File: src/rtl/irq_arb_pkg.sv
package irq_arb_pkg;
  typedef enum logic [0:0] {
    ARB_IDLE = 1'b0,
    ARB_RUN  = 1'b1
  } arb_state_e;
endpackage

File: src/rtl/irq_node.sv
module irq_node #(
  parameter int PRIO_W = 8
) (
  input  logic              clk_i,
  input  logic              rst_ni,
  input  logic              wr_i,
  input  logic              set_i,
  input  logic              clr_i,
  input  logic              en_i,
  input  logic [PRIO_W-1:0] prio_i,
  input  logic              hw_set_i,
  input  logic              hw_clr_i,
  output logic              flag_o,
  output logic              en_o,
  output logic [PRIO_W-1:0] prio_o
);
  logic              flag_q;
  logic              en_q;
  logic [PRIO_W-1:0] prio_q;

  // software write owns the flag in its cycle; hw events are dropped
  always_ff @(posedge clk_i or negedge rst_ni) begin
    if (!rst_ni) begin
      flag_q <= 1'b0;
      en_q   <= 1'b0;
      prio_q <= '0;
    end else if (wr_i) begin
      en_q   <= en_i;
      prio_q <= prio_i;
      if (set_i && !clr_i)      flag_q <= 1'b1;
      else if (clr_i && !set_i) flag_q <= 1'b0;
    end else if (hw_set_i) begin
      flag_q <= 1'b1;
    end else if (hw_clr_i) begin
      flag_q <= 1'b0;
    end
  end

  assign flag_o = flag_q;
  assign en_o   = en_q;
  assign prio_o = prio_q;


  sw_cmd_cancel_chk: assert property (@(posedge clk_i) disable iff (!rst_ni)
    (wr_i && set_i && clr_i) |=> (flag_q == $past(flag_q)));


  sw_over_hw_chk: assert property (@(posedge clk_i) disable iff (!rst_ni)
    (wr_i && !set_i && !clr_i && hw_set_i) |=> (flag_q == $past(flag_q)));
endmodule

File: src/rtl/irq_maxfind.sv
module irq_maxfind #(
  parameter int N      = 4,
  parameter int PRIO_W = 8,
  parameter int IDX_W  = 2
) (
  input  logic [N-1:0][PRIO_W-1:0] prio_i,
  input  logic [N-1:0]             cand_i,
  input  logic [N-1:0]             en_i,
  output logic [PRIO_W-1:0]        best_prio_o,
  output logic [IDX_W-1:0]         best_idx_o,
  output logic                     dup_o
);
  // strict compare: ties keep the lower index, zero never beats the start value
  always_comb begin
    best_prio_o = '0;
    best_idx_o  = '0;
    for (int i = 0; i < N; i++) begin
      if (cand_i[i] && (prio_i[i] > best_prio_o)) begin
        best_prio_o = prio_i[i];
        best_idx_o  = IDX_W'(i);
      end
    end
  end

  always_comb begin
    dup_o = 1'b0;
    for (int i = 0; i < N; i++) begin
      for (int j = i + 1; j < N; j++) begin
        if (en_i[i] && en_i[j] && (prio_i[i] != '0) && (prio_i[i] == prio_i[j]))
          dup_o = 1'b1;
      end
    end
  end
endmodule

File: src/rtl/irq_ctrl.sv
module irq_ctrl
  import irq_arb_pkg::*;
#(
  parameter int N       = 4,
  parameter int PRIO_W  = 8,
  parameter int IDX_W   = 2,
  parameter int ARB_CYC = 2
) (
  input  logic              clk_i,
  input  logic              rst_ni,
  input  logic              evt_i,
  input  logic [N-1:0]      cand_i,
  input  logic [PRIO_W-1:0] best_prio_i,
  input  logic [IDX_W-1:0]  best_idx_i,
  input  logic              ack_i,
  input  logic              rfe_i,
  input  logic              lvl_wr_i,
  input  logic [PRIO_W-1:0] lvl_i,
  output logic [N-1:0]      snap_o,
  output logic              busy_o,
  output logic [PRIO_W-1:0] pend_prio_o,
  output logic [IDX_W-1:0]  win_idx_o,
  output logic              ack_acc_o,
  output logic              irq_req_o,
  output logic              gie_o,
  output logic [PRIO_W-1:0] cpu_prio_o
);
  localparam int CNT_W = (ARB_CYC > 1) ? $clog2(ARB_CYC) : 1;
  localparam logic [CNT_W-1:0] CNT_LAST = CNT_W'(ARB_CYC - 1);

  arb_state_e        state_q;
  logic [CNT_W-1:0]  cnt_q;
  logic              rearm_q;
  logic [N-1:0]      snap_q;
  logic [PRIO_W-1:0] pend_q;
  logic [IDX_W-1:0]  win_q;
  logic              gie_q;
  logic [PRIO_W-1:0] cpu_q;
  logic              start;

  assign start     = (state_q == ARB_IDLE) && rearm_q;
  assign irq_req_o = gie_q && (state_q == ARB_IDLE) && !rearm_q && (pend_q > cpu_q);
  assign ack_acc_o = ack_i && irq_req_o;

  // events during a round re-arm and are served by the next round
  always_ff @(posedge clk_i or negedge rst_ni) begin
    if (!rst_ni) begin
      rearm_q <= 1'b0;
    end else if (evt_i || ack_acc_o) begin
      rearm_q <= 1'b1;
    end else if (start) begin
      rearm_q <= 1'b0;
    end
  end

  always_ff @(posedge clk_i or negedge rst_ni) begin
    if (!rst_ni) begin
      state_q <= ARB_IDLE;
      cnt_q   <= '0;
      snap_q  <= '0;
      pend_q  <= '0;
      win_q   <= '0;
    end else begin
      case (state_q)
        ARB_IDLE: begin
          if (ack_acc_o) pend_q <= '0;
          if (start) begin
            state_q <= ARB_RUN;
            cnt_q   <= '0;
            snap_q  <= cand_i;
          end
        end
        default: begin
          if (cnt_q == CNT_LAST) begin
            state_q <= ARB_IDLE;
            pend_q  <= best_prio_i;
            win_q   <= best_idx_i;
          end else begin
            cnt_q <= cnt_q + 1'b1;
          end
        end
      endcase
    end
  end

  always_ff @(posedge clk_i or negedge rst_ni) begin
    if (!rst_ni) begin
      gie_q <= 1'b1;
      cpu_q <= '0;
    end else if (ack_acc_o) begin
      gie_q <= 1'b0;
      cpu_q <= pend_q;
    end else begin
      if (rfe_i)    gie_q <= 1'b1;
      if (lvl_wr_i) cpu_q <= lvl_i;
    end
  end

  assign snap_o      = snap_q;
  assign busy_o      = (state_q == ARB_RUN);
  assign pend_prio_o = pend_q;
  assign win_idx_o   = win_q;
  assign gie_o       = gie_q;
  assign cpu_prio_o  = cpu_q;


  arb_len_chk: assert property (@(posedge clk_i) disable iff (!rst_ni)
    (state_q == ARB_RUN && cnt_q != CNT_LAST) |=> (state_q == ARB_RUN));


  ack_clears_pend_chk: assert property (@(posedge clk_i) disable iff (!rst_ni)
    ack_acc_o |=> (pend_q == '0 && rearm_q));


  accept_level_chk: assert property (@(posedge clk_i) disable iff (!rst_ni)
    ack_acc_o |=> (!gie_q && cpu_q == $past(pend_q)));


  rfe_restore_chk: assert property (@(posedge clk_i) disable iff (!rst_ni)
    (rfe_i && !ack_acc_o) |=> gie_q);
endmodule

File: src/rtl/irq_arb_top.sv
module irq_arb_top #(
  parameter  int NUM_NODES = 4,
  parameter  int PRIO_W    = 8,
  parameter  int ADDR_W    = 32,
  parameter  int VEC_SHIFT = 5,
  parameter  int ARB_CYC   = 2,
  localparam int IDX_W     = (NUM_NODES > 1) ? $clog2(NUM_NODES) : 1
) (
  input  logic                 clk_i,
  input  logic                 rst_ni,
  input  logic [NUM_NODES-1:0] hw_req_i,
  input  logic                 sw_wr_i,
  input  logic [IDX_W-1:0]     sw_node_i,
  input  logic                 sw_set_i,
  input  logic                 sw_clr_i,
  input  logic                 sw_en_i,
  input  logic [PRIO_W-1:0]    sw_prio_i,
  input  logic                 ack_i,
  input  logic                 rfe_i,
  input  logic                 cpu_lvl_wr_i,
  input  logic [PRIO_W-1:0]    cpu_lvl_i,
  input  logic [ADDR_W-1:0]    vec_base_i,
  output logic [NUM_NODES-1:0] flags_o,
  output logic                 busy_o,
  output logic                 irq_req_o,
  output logic [PRIO_W-1:0]    pend_prio_o,
  output logic [ADDR_W-1:0]    vec_addr_o,
  output logic                 gie_o,
  output logic [PRIO_W-1:0]    cpu_prio_o,
  output logic                 cfg_err_o
);
  logic [NUM_NODES-1:0]             flag;
  logic [NUM_NODES-1:0]             en;
  logic [NUM_NODES-1:0][PRIO_W-1:0] prio;
  logic [NUM_NODES-1:0]             cand;
  logic [NUM_NODES-1:0]             snap;
  logic [PRIO_W-1:0]                best_prio;
  logic [IDX_W-1:0]                 best_idx;
  logic [IDX_W-1:0]                 win_idx;
  logic                             ack_acc;
  logic                             evt;

  for (genvar g = 0; g < NUM_NODES; g++) begin : g_node
    logic node_wr;
    logic node_clr;
    assign node_wr  = sw_wr_i && (sw_node_i == IDX_W'(g));
    assign node_clr = ack_acc && (win_idx == IDX_W'(g));

    irq_node #(.PRIO_W(PRIO_W)) u_node (
      .clk_i    (clk_i),
      .rst_ni   (rst_ni),
      .wr_i     (node_wr),
      .set_i    (sw_set_i),
      .clr_i    (sw_clr_i),
      .en_i     (sw_en_i),
      .prio_i   (sw_prio_i),
      .hw_set_i (hw_req_i[g]),
      .hw_clr_i (node_clr),
      .flag_o   (flag[g]),
      .en_o     (en[g]),
      .prio_o   (prio[g])
    );

    assign cand[g] = flag[g] && en[g] && (prio[g] != '0);
  end

  assign evt = (|hw_req_i) || sw_wr_i;

  irq_maxfind #(.N(NUM_NODES), .PRIO_W(PRIO_W), .IDX_W(IDX_W)) u_max (
    .prio_i      (prio),
    .cand_i      (snap),
    .en_i        (en),
    .best_prio_o (best_prio),
    .best_idx_o  (best_idx),
    .dup_o       (cfg_err_o)
  );

  irq_ctrl #(.N(NUM_NODES), .PRIO_W(PRIO_W), .IDX_W(IDX_W), .ARB_CYC(ARB_CYC)) u_ctrl (
    .clk_i       (clk_i),
    .rst_ni      (rst_ni),
    .evt_i       (evt),
    .cand_i      (cand),
    .best_prio_i (best_prio),
    .best_idx_i  (best_idx),
    .ack_i       (ack_i),
    .rfe_i       (rfe_i),
    .lvl_wr_i    (cpu_lvl_wr_i),
    .lvl_i       (cpu_lvl_i),
    .snap_o      (snap),
    .busy_o      (busy_o),
    .pend_prio_o (pend_prio_o),
    .win_idx_o   (win_idx),
    .ack_acc_o   (ack_acc),
    .irq_req_o   (irq_req_o),
    .gie_o       (gie_o),
    .cpu_prio_o  (cpu_prio_o)
  );

  assign flags_o    = flag;
  assign vec_addr_o = (ADDR_W'(pend_prio_o) << VEC_SHIFT) | (vec_base_i & ~ADDR_W'(1));


  no_zero_service_chk: assert property (@(posedge clk_i) disable iff (!rst_ni)
    irq_req_o |-> (pend_prio_o != '0));


  req_gate_chk: assert property (@(posedge clk_i) disable iff (!rst_ni)
    irq_req_o |-> (gie_o && !busy_o && pend_prio_o > cpu_prio_o));
endmodule

File: config.mk
export PLATFORM = sky130hd
export DESIGN_NAME = irq_arb_top
export DESIGN_NICKNAME = d
export VERILOG_FILES = /design/src/rtl/irq_arb_pkg.sv /design/src/rtl/irq_node.sv /design/src/rtl/irq_maxfind.sv /design/src/rtl/irq_ctrl.sv /design/src/rtl/irq_arb_top.sv
export SDC_FILE = /design/constraint.sdc
export NUM_CORES = 1
export LEC_CHECK = 0
export ABC_AREA = 1
export BUFFER_PORTS_ARGS = -buffer_cell sky130_fd_sc_hd__buf_2
export CAP_MARGIN = 20
export CORE_MARGIN = 10
export CORE_UTILIZATION = 25
export DETAILED_ROUTE_END_ITERATION = 8
export GPL_ROUTABILITY_DRIVEN = 0
export PLACE_DENSITY_LB_ADDON = 0.2
export REMOVE_ABC_BUFFERS = 1
export SYNTH_ARGS = -nofsm -noshare
export SYNTH_HDL_FRONTEND = slang
export SYNTH_SLANG_ARGS = --single-unit
File: constraint.sdc
create_clock -name clk_i -period 4.35 [get_ports clk_i]
set_clock_uncertainty 0.05 [all_clocks]
set_input_delay 0.2175 -clock clk_i [delete_from_list [all_inputs] [get_ports clk_i]]
set_output_delay 0.2175 -clock clk_i [all_outputs]
set_load 0.01 [all_outputs]
# --- Word level (Yosys, flattened, before mapping) ---
# Cells that the tools add are included.
word_totals:
  regBits: 66
  in_bits: 63
  wordCells: 159
op_classes:
  add_sub_neg: 1
  n_lt_le_gt_ge: 5
  n_eq_ne: 17
  n_mux: 41
  n_bitwise: 2
  reduce_logical: 73
ops:
  columns: ["operator", "n"]
  rows:
  - ["$mux W8", 9]
  - ["$eq A8 B8 Y1", 6]
  - ["$logic_and A1 B1 Y1", 45]
  - ["$gt A8 B8 Y1", 4]
  - ["$or A13 B32 Y32", 1]
  - ["$reduce_bool A8 Y1", 4]
  - ["$mux W1", 30]
  - ["$reduce_and A2 Y1", 7]
  - ["$ne A3 B1 Y1 const B", 4]
  - ["$reduce_bool A3 Y1", 4]
  - ["$reduce_bool A2 Y1", 5]
  - ["$eq A2 B2 Y1 const B", 4]
  - ["$gt A8 B1 Y1 const B", 1]
  - ["$eq A2 B1 Y1 const B", 2]
  - ["$logic_not A2 Y1", 2]
  - ["$mux W2", 2]
  - ["$reduce_or A4 Y1", 1]
  - ["$logic_not A1 Y1", 3]
  - ["$logic_or A1 B1 Y1", 2]
  - ["$ne A2 B2 Y1 const B", 1]
  - ["$add A1 B1 Y1 const B", 1]
  - ["$not A1 Y1", 1]

# --- Logic depth before layout (Yosys ltp) ---
# Gate-level depths: netlist of run 1.
depth:
  word_depth: 14
  depth_mapped: 37
  ltp_nobuf: 36

# --- Modules after synthesis ---
# From an unflattened synthesis of run 1, not the netlist that was laid out.
hier_totals:
  cells_unflattened: 771
  hier_area_um2: 5390.2
by_module_without_submodules:
  columns: ["module", "n_inst", "cells_each", "area_per_inst_um2"]
  rows:
  - ["irq_maxfind", 1, 308, 1786.7]
  - ["irq_node", 4, 53, 430.4]
  - ["irq_ctrl", 1, 165, 1417.6]
  - ["irq_arb_top", 1, 86, 464.2]

# --- Least setup slack after synthesis of run 1 ---
# No wires, ideal clock.
synth_timing:
  path_kind: "reg-to-reg"
  startpoint: "register g_node[0].u_node.prio_q[7]"
  endpoint: "register u_ctrl.win_q[1] (netlist: u_ctrl.win_idx_o[1])"
  setup_time_ns: 0.066
  arrival_ns: 4.192
  required_time_ns: 4.234
  setup_slack_ns: 0.042
  stages_incl_launch_ff: 30
  path_buffers: 1
  synth_period_minus_slack_ns: 4.308
  cell_sequence: "dfrtp_1 -> inv_1 -> nand3_1 -> nor2_2 -> buf_6 -> nor3_2 -> inv_1 -> ha_1 -> nand2_1 -> nor2_1 -> a21oi_2 -> nand3_1 -> and2_1 -> ha_1 -> nand2_1 -> o21bai_1 -> nand2_1 -> nand2_1 -> nand2_1 -> nand2_2 -> inv_2 -> nand2_1 -> and2_1 -> ha_1 -> nand2_1 -> nor2_1 -> a21oi_2 -> a21boi_0 -> o21ai_0 -> nand2_1"
synth_via:
  elab_chain_len: 12
  elab_cells_between_ends: 13
synth_lines:
  columns: ["element", "line", "text"]
  rows:
  - ["from (decl)", "irq_node.sv:19", "logic [PRIO_W-1:0] prio_q;"]
  - ["from (signal assigned)", "irq_node.sv:29", "prio_q <= prio_i;"]
  - ["$gt A8 B1 Y1", "irq_maxfind.sv:18", "if (cand_i[i] && (prio_i[i] > best_prio_o)) begin"]
  - ["$logic_and A1 B1 Y1", "irq_maxfind.sv:18", null]
  - ["$mux W8 (*)", "irq_maxfind.sv:18", null]
  - ["$gt A8 B8 Y1", "irq_maxfind.sv:18", null]
  - ["$logic_and A1 B1 Y1", "irq_maxfind.sv:18", null]
  - ["$mux W8 (*)", "irq_maxfind.sv:18", null]
  - ["$gt A8 B8 Y1", "irq_maxfind.sv:18", null]
  - ["$logic_and A1 B1 Y1", "irq_maxfind.sv:18", null]
  - ["$mux W8", "irq_maxfind.sv:18", null]
  - ["$gt A8 B8 Y1", "irq_maxfind.sv:18", null]
  - ["$logic_and A1 B1 Y1", "irq_maxfind.sv:18", null]
  - ["$mux W2 (*)", "irq_maxfind.sv:18", null]
  - ["to (signal assigned)", "irq_ctrl.sv:77", "win_q <= best_idx_i;"]
  - ["to (decl)", "irq_ctrl.sv:36", "logic [IDX_W-1:0] win_q;"]
# Every way passes the cells marked *; elsewhere a longest branch is shown, timed or not.
# A chain may end at the register's enable or synchronous reset.

# --- Worst setup path after layout of run 1 ---
layout_timing:
  startpoint: "register g_node[0].u_node.prio_q[1]"
  endpoint: "register u_ctrl.pend_q[6] (netlist: u_ctrl.pend_prio_o[6])"
layout_via:
  elab_chain_len: 14
layout_lines:
  columns: ["element", "line", "text"]
  rows:
  - ["$gt A8 B1 Y1", "irq_maxfind.sv:18", null]
  - ["$logic_and A1 B1 Y1", "irq_maxfind.sv:18", null]
  - ["$mux W8 (*)", "irq_maxfind.sv:18", null]
  - ["$gt A8 B8 Y1", "irq_maxfind.sv:18", null]
  - ["$logic_and A1 B1 Y1", "irq_maxfind.sv:18", null]
  - ["$mux W8 (*)", "irq_maxfind.sv:18", null]
  - ["$gt A8 B8 Y1", "irq_maxfind.sv:18", null]
  - ["$logic_and A1 B1 Y1", "irq_maxfind.sv:18", null]
  - ["$mux W8 (*)", "irq_maxfind.sv:18", null]
  - ["$gt A8 B8 Y1", "irq_maxfind.sv:18", null]
  - ["$logic_and A1 B1 Y1", "irq_maxfind.sv:18", null]
  - ["$mux W8 (*)", "irq_maxfind.sv:18", null]
  - ["$mux W8 (*)", "irq_ctrl.sv:74", "if (cnt_q == CNT_LAST) begin"]
  - ["$mux W8 (*)", "irq_ctrl.sv:64", "case (state_q)"]
  - ["to (signal assigned)", "irq_ctrl.sv:76", "pend_q <= best_prio_i;"]
  - ["to (decl)", "irq_ctrl.sv:35", "logic [PRIO_W-1:0] pend_q;"]
# Every way passes the cells marked *; elsewhere a longest branch is shown, timed or not. The select of a mux whose other input is x is not followed.

==> results of run 1 <==
-- timing repair --
action | 4_1_cts | 5_1_grt
gates cloned | 3 | 0
hold buffers | 1 | 0
setup buffers | 26 | 5
gates resized for setup | 84 | 63
hold endpoints to repair | 34 | 0
pin swaps | 32 | 52
endpoints found under the setup margin | 10 | 10
-- area by class of cell --
cell class | instances | area, um2
clock buffers | 11 | 242.7
clock inverters | 5 | 77.57
fillers | 2070 | 12730
inverters | 85 | 326.6
multi-input cells | 524 | 3476
flip-flops and latches | 66 | 1653
well taps | 270 | 337.8
repair buffers | 180 | 1256
repair inverters | 1 | 6.256
-- registers in the layout, indices dropped and copies added (netlist names) --
register	count
g_node.u_node.en_o	4
g_node.u_node.flag_o	4
g_node.u_node.prio_o	32
u_ctrl.busy_o	1
u_ctrl.cnt_q	1
u_ctrl.cpu_prio_o	8
u_ctrl.gie_o	1
u_ctrl.pend_prio_o	8
u_ctrl.rearm_q	1
u_ctrl.snap_o	4
u_ctrl.win_idx_o	2
-- where the power goes --
group          switching (W)  internal (W)
Clock               0.000281      0.000515
Combinational        0.00141       0.00124
Sequential          0.000175      0.000746
Total                0.00187       0.00251
-- metrics by stage --
step	hold slack [ns]	std cells	TNS, ns	power [W]	setup slack [ns]
floorplan	-0.1281	674	-0.9414	0.001902	-0.1054
global placement	0.3421	1092	-2.818	0.002715	-0.3098
detailed placement	0.3447	1092	-3.105	0.002722	-0.3371
CTS	0.04332	1138	-0.8226	0.004042	-0.1163
global route	0.07323	1142	-3.863	0.004697	-0.4395
finish	0.04814	1142	-1.396	0.004372	-0.1710
-- routing by layer --
metal | vias up | wire length [um]
met5 | - | 0
met4 | 0 | 390
met3 | 22 | 1394
met2 | 150 | 8420
met1 | 2426 | 8476
li1 | 2623 | -
-- synth_stat cells, drive strengths merged (5+ instances only) --
library cell    n  share of area
nand2         223           0.17
inv            83          0.061
nand3          67          0.067
dfrtp          65           0.32
o21ai          40          0.039
buf            38          0.055
nor2           38          0.031
ha             32          0.079
nand4          29          0.036
a21oi          20          0.024
nor3           18          0.028
xor2           11          0.019
clkbuf         10         0.0074
or2             9          0.011
and2            8         0.0098
o22ai           7         0.0086
nor4            5         0.0062
-- worst reg2reg max path, delay by kind of cell, from the launching register on --
kind | cells | cell delay, ns
compound gates | 4 | 0.81
fa+ha+maj | 3 | 0.85
buf+inv | 7 | 0.78
flops | 1 | 0.34
simple gates | 17 | 1.65
-- cells by family after synthesis --
logic type,count (synthesis)
compound gates,80
xor+xnor,13
fa+ha+maj,32
buf+inv,133
flops,66
other cells,1
simple gates,397
-- how the worst max path moves through the flow --
stage                               startpoint                    end  slack, ns  depth (start not counted)
finish              g_node[0].u_node.prio_o[1]  u_ctrl.pend_prio_o[6]      -0.17                         31
global route        g_node[0].u_node.prio_o[1]  u_ctrl.pend_prio_o[0]      -0.44                         35
CTS                 g_node[0].u_node.prio_o[1]  u_ctrl.pend_prio_o[6]      -0.12                         29
detailed placement  g_node[0].u_node.prio_o[5]    u_ctrl.win_idx_o[1]      -0.34                         31
global placement    g_node[0].u_node.prio_o[6]    u_ctrl.win_idx_o[1]      -0.31                         30
floorplan           g_node[0].u_node.prio_o[7]    u_ctrl.win_idx_o[1]      -0.11                         27
==> metrics.yaml, run 1 <==
critical_path:
  reg2reg_depth: 31
  critPathCaptureType: "flop"
  critPathBufInv: 7
  path_delay_family: "simple AND/OR/NAND/NOR gates"
  critPathLaunchType: "flop"
  crit_type: "reg2reg"
  critical_path.max_stage_delay_ns: 0.34
  r2r_start: "g_node[0].u_node.prio_o[1]"
  rr_endpoint: "u_ctrl.pend_prio_o[6]"
  cp_max_fo: 8
  critPathMostFrequentCell: "nand2_1"
  regToRegSetupSlack_ns: -0.17
  cp_slowest_cell: "dfrtp_1"
  crit_required_ns: 4.58
  arrival_ns: 4.75
yosys:
  synth_compound_area_frac: 0.09158
  synth-main-ff-cell: "dfrtp_1"
  synth_top_family_by_area: "simple AND/OR/NAND/NOR gates"
  synthAdderAreaFrac: 0.07878
  muxShareOfSynthArea: 0
  synth-seq-cells: 66
  synth_cells: 722
  ys_types: 42
  synth_edf_count: 0
  synth_xor_area_frac: 0.02240
  yosys_warnings: 0
  synth.avg_cell_area_um2: 7.039
  yosysSeqAreaShare: 0.3252
  synth-async-reset-ratio: 1.000
  syn_area_um2: 5082
  synth-simple-area-share: 0.3562
route:
  drt-vias-per-instance: 4.572
  vias: 5221
  drt-initial-drc-count: 318
  routed_wl_mm: 18.68
  drt_pass1_iterations: 5
  wl_per_cell_um: 16.36
  drc: 0
  detail-route-antenna-nets: 0
global_route:
  grt.total_usage: 0.1406
  grt_overflow: 0
  grt_first_pass_wirelength_mm: 29.41
  met3_usage: 0.04828
  grt_pass1_vias: 5344
  grt.busiest_layer: "met2"
  grt_max_degree: 37
  antenna_found_initial: 0
  met2_usage: 0.2202
  met1_usage: 0.1796
floorplanning:
  core-area_um2: 20100
  pin_count: 119
  initial_core_util: 0.2528
  die_area_um2: 26430
  die_w_um: 162.6
  die_h_um: 162.6
  row_count: 52
pwr:
  ir_drop_mv: 0.2106
  leakagePower_nw: 3.533
  p_per_area_nw_per_um2: 592.7
clock_network:
  cts.sinks: 66
  cts_tree: "built"
  clk_latency_ns: 0.34
  h-tree-depth: 3
  cts_inserted_buffers: 9
  path_clk_slew_ns: 0.06
  cts_buffer_depth: 2
  cts_root_buffer: "clkbuf_16"
timing:
  maxSlewViolCount: 0
  rsz0062_at_grt: "true"
  timing.final.crit_period_ns: 4.521
  setup_viol_count_final: 10
  hold_viol: 0
  finalCritPeriodShare: 1.039
  relSlewSlack: 0.4096
  fin_ws_ns: -0.1710
  tightest_slew_ns: 0.8855
  timing.fmax_ghz: 0.2212
cells_and_area:
  fin_util: 0.3669
  drive_above_1_share: 0.3739
  fin_area_um2: 7376
  layout_common_cells: "189 x nand2_1, 100 x buf_4, 72 x inv_1, 70 x buf_2, 65 x dfrtp_1"
  diodes: 0
  layout.nets: 962
  mostFrequentLayoutCell: "nand2_1"
  area_delta_synth_final_pct: 45.13
hold_path:
  hold_class: "in2reg"
  min_from: "rfe_i"
  hold_path_end: "u_ctrl.gie_o"
  min_path_cells: 3
status:
  violations: "setup timing"
  status: "finished with violations"
place:
  dp_hpwl_mm: 13.93
  dpl_cell_area_um2: 6100
  io_buffers: 70
flow_run:
  drv_cap: 0
(Power assumes the default switching activity.)
==> inputs of run 2 (changes only) <==
- BUFFER_PORTS_ARGS: -buffer_cell sky130_fd_sc_hd__buf_2 -> unset
- CORE_ASPECT_RATIO: unset -> 1.4
- DONT_BUFFER_PORTS: unset -> 1
==> run 2 against run 1 <==
The flow still finishes with violations (setup timing). Via count increased by 3.7%. Cell area increased by 5.2%. Non-clock buffer count decreased by 3. Total power increased by 7.5%. Critical path depth increased by 1. First-iteration DRC count increased by 20%. Die area increased by 0.31%. Register-to-register slack got worse by 0.02 ns. Global-route usage increased by 1.0 points. Worst hold slack got worse by 0.035 ns. Largest cell class unchanged.
==> metrics.yaml, run 2 (same netlist as run 1, synthesis figures left out) <==
critical_path:
  cp_max_fo: 8  # unchanged
  crit_type: "reg2reg"  # unchanged
  critical_path.max_stage_delay_ns: 0.38  # was 0.34 ns
  critPathLaunch: "g_node[0].u_node.prio_o[1]"  # unchanged
  critPathBufInv: 13  # was 7
  critPathLaunchType: "flop"  # unchanged
  critPathMostFrequentCell: "buf_4"  # was nand2_1
  critPathCaptureType: "flop"  # unchanged
  r2r_start: "g_node[0].u_node.prio_o[1]"  # unchanged
  arrival_ns: 4.74  # was 4.75 ns
  cp_slowest_cell: "dfrtp_1"  # unchanged
  path_delay_family: "simple AND/OR/NAND/NOR gates"  # unchanged
  crit_required_ns: 4.55  # was 4.58 ns
clock_network:
  cts.sinks: 66  # unchanged
  cts_root_buffer: "clkbuf_16"  # unchanged
  cts_inserted_buffers: 9  # unchanged
  cts_tree: "built"  # unchanged
  path_clk_slew_ns: 0.06  # about the same
  h-tree-depth: 3  # unchanged
  cts_buffer_depth: 2  # unchanged
  clk_latency_ns: 0.35  # was 0.34 ns
global_route:
  grt_max_degree: 67  # was 37
  grt.total_usage: 0.1508  # was 0.1406
  grt_first_pass_wirelength_mm: 31.50  # was 29.41 mm
  antenna_found_initial: 0  # unchanged
  grt_pass1_vias: 5596  # was 5344
  grt_overflow: 0  # unchanged
place:
  dp_worst_setup_slack_ns: -0.4905  # was -0.3371 ns
  io_buffers: 0  # was 70
  dp_hpwl_mm: 14.16  # was 13.93 mm
cells_and_area:
  layout.nets: 958  # was 962
  drive_above_1_share: 0.3779  # was 0.3739
  diodes: 0  # unchanged
  final.fill_count: 1970  # was 2070
  area_delta_synth_final_pct: 52.63  # was 45.13%
  mostFrequentLayoutCell: "nand2_1"  # unchanged
  largest_reg_flops: 32  # unchanged
  layout_common_cells: "180 x nand2_1, 126 x buf_4, 66 x inv_1, 65 x dfrtp_1, 47 x nand3_1"  # was 189 x nand2_1, 100 x buf_4, 72 x inv_1, 70 x buf_2, 65 x dfrtp_1
pwr:
  power_w: 0.004701  # was 0.004372 W
  ir_drop_mv: 0.2881  # was 0.2106 mV
  p_per_area_nw_per_um2: 606.0  # was 592.7 nW/um2
  leakagePower_nw: 3.579  # was 3.533 nW
status:
  status: "finished with violations"  # unchanged
  violations: "setup timing"  # unchanged
timing:
  rsz0062_at_grt: "true"  # unchanged
  maxSlewViolCount: 0  # unchanged
  timing.fmax_ghz: 0.2203  # was 0.2212 GHz
  fin_setup_tns_ns: -1.588  # was -1.396 ns
  hold_viol: 0  # unchanged
  setup_viol_count_final: 10  # unchanged
  timing.final.crit_period_ns: 4.539  # was 4.521 ns
  fin_ws_ns: -0.1887  # was -0.1710 ns
  tightest_slew_ns: 0.8945  # was 0.8855 ns
  finalCritPeriodShare: 1.043  # was 1.039
  relSlewSlack: 0.4017  # was 0.4096
  whs_ns: 0.01267  # was 0.04814 ns
route:
  wl_met2_mm: 10.54  # was 8.420 mm
  met3_length_mm: 1.188  # was 1.394 mm
  drt_pass1_iterations: 4  # was 5
  routed_wl_mm: 20.43  # was 18.68 mm
  detail-route-antenna-nets: 0  # unchanged
  drt-vias-per-instance: 4.834  # was 4.572
  wl_met1_mm: 7.715  # was 8.476 mm
  drc: 0  # unchanged
  wl_per_cell_um: 18.24  # was 16.36 um
  drt-initial-drc-count: 382  # was 318
  vias: 5414  # was 5221
  maxUsedRoutingLayer: "met4"  # unchanged
floorplanning:
  die_h_um: 188.7  # was 162.6 um
  initial_core_util: 0.2551  # was 0.2528
  row_count: 61  # was 52
  pin_count: 119  # unchanged
  die_area_um2: 26510  # was 26430 um2
  core-area_um2: 19920  # was 20100 um2
  die_w_um: 140.5  # was 162.6 um
hold_path:
  hold_class: "in2reg"  # unchanged
  min_from: "cpu_lvl_wr_i"  # was rfe_i
flow_run:
  drv_cap: 0  # unchanged
-- run 2: cell count changes in the layout (fill, tap and decap cells not counted), moves of 7 or more --
| cell | delta |
|---|---|
| nand3_2 | +11 |
| ha_1 | -7 |
| buf_6 | +19 |
| buf_2 | -70 |
| dlygate4sd3_1 | +24 |
| buf_4 | +26 |
| nand2_1 | -9 |
| nand3_1 | -8 |
-- run 2: through the flow --
step                      utilization  instances  area (um2)
after detailed placement       0.2870       1006        5717
after floorplan                     -        674        4766
after CTS                      0.3733       1119        7436
after global routing           0.3894       1120        7757
final                          0.3894       1120        7757
after global placement         0.2870       1006        5717
-- run 2: where the power goes --
group | leakage, nW | internal, W | switching [W]
Clock | 0.145 | 0.000459 | 0.000300
Sequential | 0.804 | 0.000745 | 0.000215
Combinational | 2.63 | 0.00146 | 0.00153
-- run 2: final timing paths --
kind,end,slack [ns],cells after the start
worst max-delay path,u_ctrl.pend_prio_o[4],-0.19,32
worst min-delay path,u_ctrl.cpu_prio_o[0],0.01,2
worst max register to register,u_ctrl.pend_prio_o[4],-0.19,32
worst min register to register,u_ctrl.cnt_q,0.44,2
max in group asynchronous,u_ctrl.gie_o,3.55,2
min in group asynchronous,g_node[0].u_node.prio_o[1],0.32,2
-- run 2: worst reg2reg max path: cells and delay by family, from the launching register on --
| family | cells | cell delay (ns) |
|---|---|---|
| adders and majority gates | 2 | 0.48 |
| and+or+nand+nor | 15 | 1.72 |
| AOI/OAI and AO/OA | 2 | 0.29 |
| buffers and inverters | 13 | 1.51 |
| DFF | 1 | 0.38 |
-- run 2: layout make-up --
cell class                 instances  area, um2  area share
clock buffer                      10      239.0     0.03081
clock inverter                     6      63.81    0.008226
inverter                          85      322.8     0.04161
multi-input combinational        523       3633      0.4684
sequential                        66       1653      0.2131
tap                              252      315.3     0.04065
timing repair buffer             177       1523      0.1963
timing repair inverter             1      7.507   0.0009677
-- run 2: what timing repair did --
item	CTS	global route
gates cloned	2	0
buffers inserted	72	9
resized for setup	123	70
endpoints found under the setup margin	10	11
pin swaps	61	68
hold buffers	26	0
endpoints found under the hold margin	111	0
-- run 2: metal layers --
metal	GRT usage	vias to the layer above
met1	0.1572	2567
met3	0.03649	44
met4	0.08439	0
met5	0	-
li1	-	2627
met2	0.2691	176
